==> config.mk <==
export PLATFORM = sky130hd
export DESIGN_NAME = lge_converter
export DESIGN_NICKNAME = d
export VERILOG_FILES = /design/src/rtl/lge_pkg.sv /design/src/rtl/lge_detect.sv /design/src/rtl/lge_accum.sv /design/src/rtl/lge_rr_arb.sv /design/src/rtl/lge_converter.sv
export SDC_FILE = /design/constraint.sdc
export NUM_CORES = 1
export LEC_CHECK = 0
export ABC_AREA = 1
export BUFFER_PORTS_ARGS = -buffer_cell sky130_fd_sc_hd__buf_2
export CAP_MARGIN = 30
export CELL_PAD_IN_SITES_DETAIL_PLACEMENT = 0
export CELL_PAD_IN_SITES_GLOBAL_PLACEMENT = 1
export CORE_MARGIN = 2
export CORE_UTILIZATION = 25
export DETAILED_ROUTE_END_ITERATION = 8
export HOLD_SLACK_MARGIN = 0.12
export PLACE_DENSITY = 0.54
export REMOVE_ABC_BUFFERS = 1
export SYNTH_ARGS = -nofsm -noshare
export SYNTH_HDL_FRONTEND = slang
export SYNTH_SLANG_ARGS = --single-unit
==> constraint.sdc <==
create_clock -name clk -period 6.9 [get_ports clk]
set_input_delay 1.725 -clock clk [delete_from_list [all_inputs] [get_ports clk]]
set_output_delay 1.725 -clock clk [all_outputs]
set_load 0.03 [all_outputs]
==> src/rtl/lge_pkg.sv <==
package lge_pkg;

  typedef enum logic {
    MODE_PULSE = 1'b0,
    MODE_EDGE  = 1'b1
  } lge_mode_e;

  // One occurrence for this cycle, given mode, enable, pin and the pin's previous value
  function automatic logic occ_hit(input lge_mode_e mode, input logic en,
                                   input logic pin, input logic prev);
    logic hit;
    if (mode == MODE_EDGE) hit = pin & ~prev;
    else                   hit = pin;
    return en & hit;
  endfunction

endpackage

==> src/rtl/lge_detect.sv <==
module lge_detect
  import lge_pkg::*;
(
  input  logic      clk,
  input  logic      rst_n,
  input  logic      en,
  input  lge_mode_e mode,
  input  logic      pin,
  output logic      occ
);

  logic prev_q;

  // The previous-value register tracks the pin even when disabled, so that
  // enabling a pin that is already high sees no rising edge.
  always_ff @(posedge clk or negedge rst_n) begin
    if (!rst_n) prev_q <= 1'b0;
    else        prev_q <= pin;
  end

  assign occ = occ_hit(mode, en, pin, prev_q);

  AST_EDGE_NO_REPEAT: assert property (@(posedge clk) disable iff (!rst_n)
    (occ && mode == MODE_EDGE) |=> !(occ && mode == MODE_EDGE));

endmodule

==> src/rtl/lge_accum.sv <==
module lge_accum #(
  parameter int CNT_W = 16
) (
  input  logic             clk,
  input  logic             rst_n,
  input  logic             en,
  input  logic             occ,
  input  logic             drain,
  output logic [CNT_W-1:0] cnt_q,
  output logic             pending
);

  localparam logic [CNT_W-1:0] CNT_MAX = '1;

  function automatic logic [CNT_W-1:0] sat_inc(input logic [CNT_W-1:0] a, input logic inc);
    if (inc && (a != CNT_MAX)) return a + 1'b1;
    return a;
  endfunction

  logic [CNT_W-1:0] base;
  logic [CNT_W-1:0] cnt_d;

  always_comb begin
    base = drain ? '0 : cnt_q;
    if (!en) cnt_d = '0;
    else     cnt_d = sat_inc(base, occ);
  end

  always_ff @(posedge clk or negedge rst_n) begin
    if (!rst_n) cnt_q <= '0;
    else        cnt_q <= cnt_d;
  end

  assign pending = en && (cnt_q != '0);

  AST_NO_WRAP: assert property (@(posedge clk) disable iff (!rst_n)
    (en && !drain && cnt_q == CNT_MAX) |=> (cnt_q == CNT_MAX));
  AST_DISABLED_EMPTY: assert property (@(posedge clk) disable iff (!rst_n)
    !en |=> (cnt_q == '0));
  AST_RESIDUE_KEPT: assert property (@(posedge clk) disable iff (!rst_n)
    (en && drain && occ) |=> (cnt_q == 1));

endmodule

==> src/rtl/lge_rr_arb.sv <==
module lge_rr_arb #(
  parameter int N = 8,
  localparam int IW = (N > 1) ? $clog2(N) : 1
) (
  input  logic          clk,
  input  logic          rst_n,
  input  logic [N-1:0]  req,
  input  logic          advance,
  output logic [N-1:0]  gnt,
  output logic [IW-1:0] gnt_idx
);

  localparam logic [IW-1:0] LAST = IW'(N - 1);

  logic [IW-1:0] ptr_q;

  // First requester at or after the pointer, wrapping around
  function automatic logic [IW-1:0] rr_pick(input logic [N-1:0] r, input logic [IW-1:0] p);
    logic [IW-1:0] pick;
    logic          found;
    pick  = '0;
    found = 1'b0;
    for (int off = 0; off < N; off++) begin
      int k;
      k = (int'(p) + off) % N;
      if (!found && r[k]) begin
        pick  = IW'(k);
        found = 1'b1;
      end
    end
    return pick;
  endfunction

  always_comb begin
    gnt_idx = rr_pick(req, ptr_q);
    gnt     = '0;
    if (|req) gnt[gnt_idx] = 1'b1;
  end

  always_ff @(posedge clk or negedge rst_n) begin
    if (!rst_n) ptr_q <= '0;
    else if (advance && |req) ptr_q <= (gnt_idx == LAST) ? '0 : gnt_idx + 1'b1;
  end

  AST_GRANT_ONEHOT: assert property (@(posedge clk) disable iff (!rst_n)
    $onehot0(gnt));
  AST_GRANT_IN_REQ: assert property (@(posedge clk) disable iff (!rst_n)
    (gnt & ~req) == '0);
  AST_GRANT_WHEN_REQ: assert property (@(posedge clk) disable iff (!rst_n)
    (|req) |-> (|gnt));

endmodule

==> src/rtl/lge_converter.sv <==
module lge_converter
  import lge_pkg::*;
#(
  parameter int NUM_PINS = 8,
  parameter int CNT_W    = 16,
  parameter int IDX_W    = 10,
  localparam int PIN_W   = (NUM_PINS > 1) ? $clog2(NUM_PINS) : 1
) (
  input  logic                clk,
  input  logic                rst_n,
  input  logic [NUM_PINS-1:0] pin_i,
  input  logic                cfg_we,
  input  logic [PIN_W-1:0]    cfg_pin,
  input  logic                cfg_enable,
  input  logic                cfg_edge,
  input  logic [IDX_W-1:0]    cfg_index,
  output logic                eg_valid,
  input  logic                eg_ready,
  output logic                eg_up,
  output logic [IDX_W-1:0]    eg_index,
  output logic [CNT_W-1:0]    eg_cnt
);

  // Per-pin configuration
  logic      [NUM_PINS-1:0] en_q;
  lge_mode_e                mode_q [NUM_PINS];
  logic [IDX_W-1:0]         map_q  [NUM_PINS];

  // Named internal events for the checks
  logic [NUM_PINS-1:0] occ;
  logic [NUM_PINS-1:0] pend;
  logic [NUM_PINS-1:0] gnt;
  logic [NUM_PINS-1:0] drain;
  logic [PIN_W-1:0]    gnt_idx;
  logic [CNT_W-1:0]    acc [NUM_PINS];
  logic                load;
  logic                take;

  logic             out_valid_q;
  logic [IDX_W-1:0] out_idx_q;
  logic [CNT_W-1:0] out_cnt_q;

  for (genvar g = 0; g < NUM_PINS; g++) begin : g_pin
    always_ff @(posedge clk or negedge rst_n) begin
      if (!rst_n) begin
        en_q[g]   <= 1'b0;
        mode_q[g] <= MODE_PULSE;
        map_q[g]  <= '0;
      end else if (cfg_we && cfg_pin == PIN_W'(g)) begin
        en_q[g]   <= cfg_enable;
        mode_q[g] <= lge_mode_e'(cfg_edge);
        map_q[g]  <= cfg_index;
      end
    end

    lge_detect u_detect (
      .clk   (clk),
      .rst_n (rst_n),
      .en    (en_q[g]),
      .mode  (mode_q[g]),
      .pin   (pin_i[g]),
      .occ   (occ[g])
    );

    lge_accum #(.CNT_W(CNT_W)) u_accum (
      .clk     (clk),
      .rst_n   (rst_n),
      .en      (en_q[g]),
      .occ     (occ[g]),
      .drain   (drain[g]),
      .cnt_q   (acc[g]),
      .pending (pend[g])
    );

    assign drain[g] = load & gnt[g];
  end

  lge_rr_arb #(.N(NUM_PINS)) u_arb (
    .clk     (clk),
    .rst_n   (rst_n),
    .req     (pend),
    .advance (load),
    .gnt     (gnt),
    .gnt_idx (gnt_idx)
  );

  assign take = out_valid_q & eg_ready;
  assign load = (|pend) & (!out_valid_q | eg_ready);

  always_ff @(posedge clk or negedge rst_n) begin
    if (!rst_n) begin
      out_valid_q <= 1'b0;
      out_idx_q   <= '0;
      out_cnt_q   <= '0;
    end else if (load) begin
      out_valid_q <= 1'b1;
      out_idx_q   <= map_q[gnt_idx];
      out_cnt_q   <= acc[gnt_idx];
    end else if (take) begin
      out_valid_q <= 1'b0;
    end
  end

  assign eg_valid = out_valid_q;
  assign eg_up    = 1'b1;
  assign eg_index = out_idx_q;
  assign eg_cnt   = out_cnt_q;

  AST_HOLD_STABLE: assert property (@(posedge clk) disable iff (!rst_n)
    (eg_valid && !eg_ready) |=> (eg_valid && $stable(eg_index) && $stable(eg_cnt)));
  AST_NONZERO_CNT: assert property (@(posedge clk) disable iff (!rst_n)
    eg_valid |-> (eg_cnt != '0));
  AST_RESET_IDLE: assert property (@(posedge clk) disable iff (!rst_n)
    (en_q == '0 && !$past(load)) |-> (load == 1'b0));

endmodule

==> flow_summary.ini <==
[cts]
cts-resized-gates = 0
cts.path.max_buffers = 3
numCtsBuffers = 36
clock-sinks = 262
htree_levels = 2
ctsHoldBuffers = 0
cts_tree = yes
clk_latency_ns = 0.60
cts_setup_buffers = 0
clkTransAtPathRegs_ns = 0.06
root_buffer = clkbuf_16

[timing]
tns_ns = 0
fin_crit_sh = 0.848
period_needed_ns = 5.85
fmax_mhz = 171
drv_slew = 0
setup_viol = 0
tightest_slew_ns = 1.09
skew_ns = 0.0448
hold_viol_final = 0
grt_setup_unrepaired = false
maxSlewHeadroom = 0.269

[floorplan]
rows = 96
die_w_um = 268
die_y_um = 268
dieArea_sq_um = 71900
coreArea_sq_um = 68800
ios = 55
start_util = 0.254

[place]
gp_congestion = 0.863
detailed_place_hpwl_um = 45000
io_buffers = 53

[synthesis]
syn_area_sq_um = 17500
ys_ff_latch = 262
syn_inst = 2696
avgSynthCellArea_sq_um = 6.47
synth_area_leaders = dfrtp_1 38%, nand2_1 21%, nor2_1 8.8%
yosys.area.top_type = dfrtp_1
synthDistinctLibCells = 43
netlist.area_leader.share = 0.376
ys_seq_area_frac = 0.376
yosysWarningCount = 0

[global_routing]
grtUsageTotal = 0.178
grt_overflow = 0
grt_util_met1 = 0.260
grt_first_pass_wirelength_um = 99300
grt_use_met2 = 0.282
grtUsageMet3 = 0.0176
antenna_found_initial = 0
grt_max_degree = 159
grt_pass1_vias = 16300
busiest_layer = met2

[route]
ant_nets = 0
first_pass_iters = 6
routed_wl_um = 63300
num_vias = 17100
avgRoutedWirePerCell_um = 17.3
drc = 0
drt_iter0_drc = 1452
avgViaCountPerCell = 4.68

[setup_path]
crit_family = simple AND/OR/NAND/NOR gates
crit_buf_inv = 5
startpoint_type = register
crit_start = u_arb.ptr_q[1]
rrSetupSlack_ns = 1.05
crit_fanout = 40
r2r_cells = 27
crit_slowest_cell = nor2_1
r2r-end = g_pin[1].u_accum.cnt_q[2]
cp.required_ns = 7.32
r2r_start = u_arb.ptr_q[1]
worst_setup_path_end_kind = register
max_stage_delay_ns = 0.63
worstSetupPathType = register to register
critPathArrivalTime_ns = 6.27

[power]
leakage_nw = 9.68
irDropWorstVdd_v = 0.000602
powerDensity_nw_per_um2 = 482
power_mw = 9.59

[flow_run]
drv_cap = 0

[min_path]
hold_class = register to register
hp-start = map_q[53]
whs_endpoint = map_q[53]
hold_depth = 2

[final_layout]
regArea_sq_um = 6560
drive_gt1_frac = 0.0781
n_antenna_cell = 0
multi_input_area_sq_um = 9470
nFillCells = 7626
syn2layout_area_growth_pct = 14.1
final_nets = 2741

[status]
outcome = finished clean
[synthesized netlist by cell type, drive strengths merged]
| master | n |
|---|---|
| nand3 | 190 |
| and3 | 4 |
| buf | 45 |
| xnor2 | 14 |
| o21ai | 189 |
| clkinv | 3 |
| a22o | 2 |
| nand2 | 1023 |
| xor2 | 39 |
| a21boi | 1 |
| nor2 | 426 |
| a31oi | 4 |
| a22oi | 2 |
| a21oi | 59 |
| nor3 | 19 |
| nand3b | 4 |
| dfrtp | 262 |
| or2 | 1 |
| o22ai | 2 |
| a221oi | 3 |
| a41oi | 23 |
| clkbuf | 56 |
| inv | 246 |
| conb | 1 |
| nor3b | 1 |
| nand4 | 65 |
| ha | 12 |
[worst max-delay path by stage]
stage               depth (start not counted)                          to
global placement                           27  g_pin[1].u_accum.cnt_q[15]
global route                               27  g_pin[1].u_accum.cnt_q[14]
CTS                                        27   g_pin[1].u_accum.cnt_q[2]
floorplan                                  15              u_arb.ptr_q[2]
detailed placement                         27   g_pin[1].u_accum.cnt_q[2]
finish                                     27   g_pin[1].u_accum.cnt_q[2]
[per-layer routing]
metal  part of all wire  vias up
li1                   -     8555
met1               0.50     8143
met2               0.45      370
met3              0.038       66
met4              0.015        0
met5                  0        -
[through the flow]
step,hold WS [ns],cell area (sq um),worst slack (ns),cells,utilization
detailed placement,0.473,18600,1.15,3595,0.270
global route,0.496,19900,0.468,3658,0.289
floorplan,0.453,16900,1.53,2595,-
global placement,0.466,18500,1.28,3592,0.269
finish,0.482,19900,1.05,3658,0.289
CTS,0.488,19900,1.12,3658,0.289
[flip-flops by register name (all words and copies together), names as in the netlist]
register / flops
u_arb.ptr_q: 3
eg_valid: 1
eg_cnt: 16
eg_index: 10
map_q: 80
en_q: 8
g_pin.u_detect.prev_q: 8
g_pin.u_accum.cnt_q: 128
mode_q: 8
[worst register-to-register path: cells and delay by family (launching register included)]
kind          cells  cell delay, ns
fa+ha+maj         2            0.74
simple gates     20            3.47
flops             1            0.56
buf+inv           5            0.93
[kinds of logic (layout without fill, tap and decap cells)]
logic type               after synthesis  in the layout  share of synthesized area
buffers and inverters                350            381                     0.0825
AO/OA/AOI/OAI                        285            285                     0.0895
adder cells (fa/ha/maj)               12             12                    0.00860
XOR/XNOR                              53             53                     0.0266
other                                  1              1                   0.000215
flip-flops                           262            262                      0.376
AND/OR/NAND/NOR                     1733           1733                      0.417
[cell type report]
type                       instances  share of cell area
multi-input combinational       2084               0.476
sequential                       262               0.329
clock buffer                      49              0.0512
clock inverter                    14              0.0150
tap                              931              0.0585
inverter                         249              0.0471
timing repair buffer              69              0.0231
[where the power goes]
part	internal (mW)	switching [mW]
registers	1.82	0.312
clock network	1.28	0.800
logic	1.29	4.10
[layout by cell type, fill, tap and decap left out, types with 6 or more instances in the layout]
cell	n
inv_1	224
bufinv_16	6
xnor2_1	14
nor2_1	407
clkbuf_8	7
nor2_2	11
nand2_4	7
nor2_4	6
nand2_1	996
buf_2	52
buf_4	12
nand2_2	20
a41oi_1	23
nor3_1	18
a21oi_1	58
nand4_1	64
xor2_1	39
inv_2	22
clkbuf_1	6
ha_1	12
o21ai_0	155
nand3_2	10
dfrtp_1	262
nand3_1	176
o21ai_1	33
clkbuf_16	36
No activity file was read; power rests on OpenSTA's default activity.
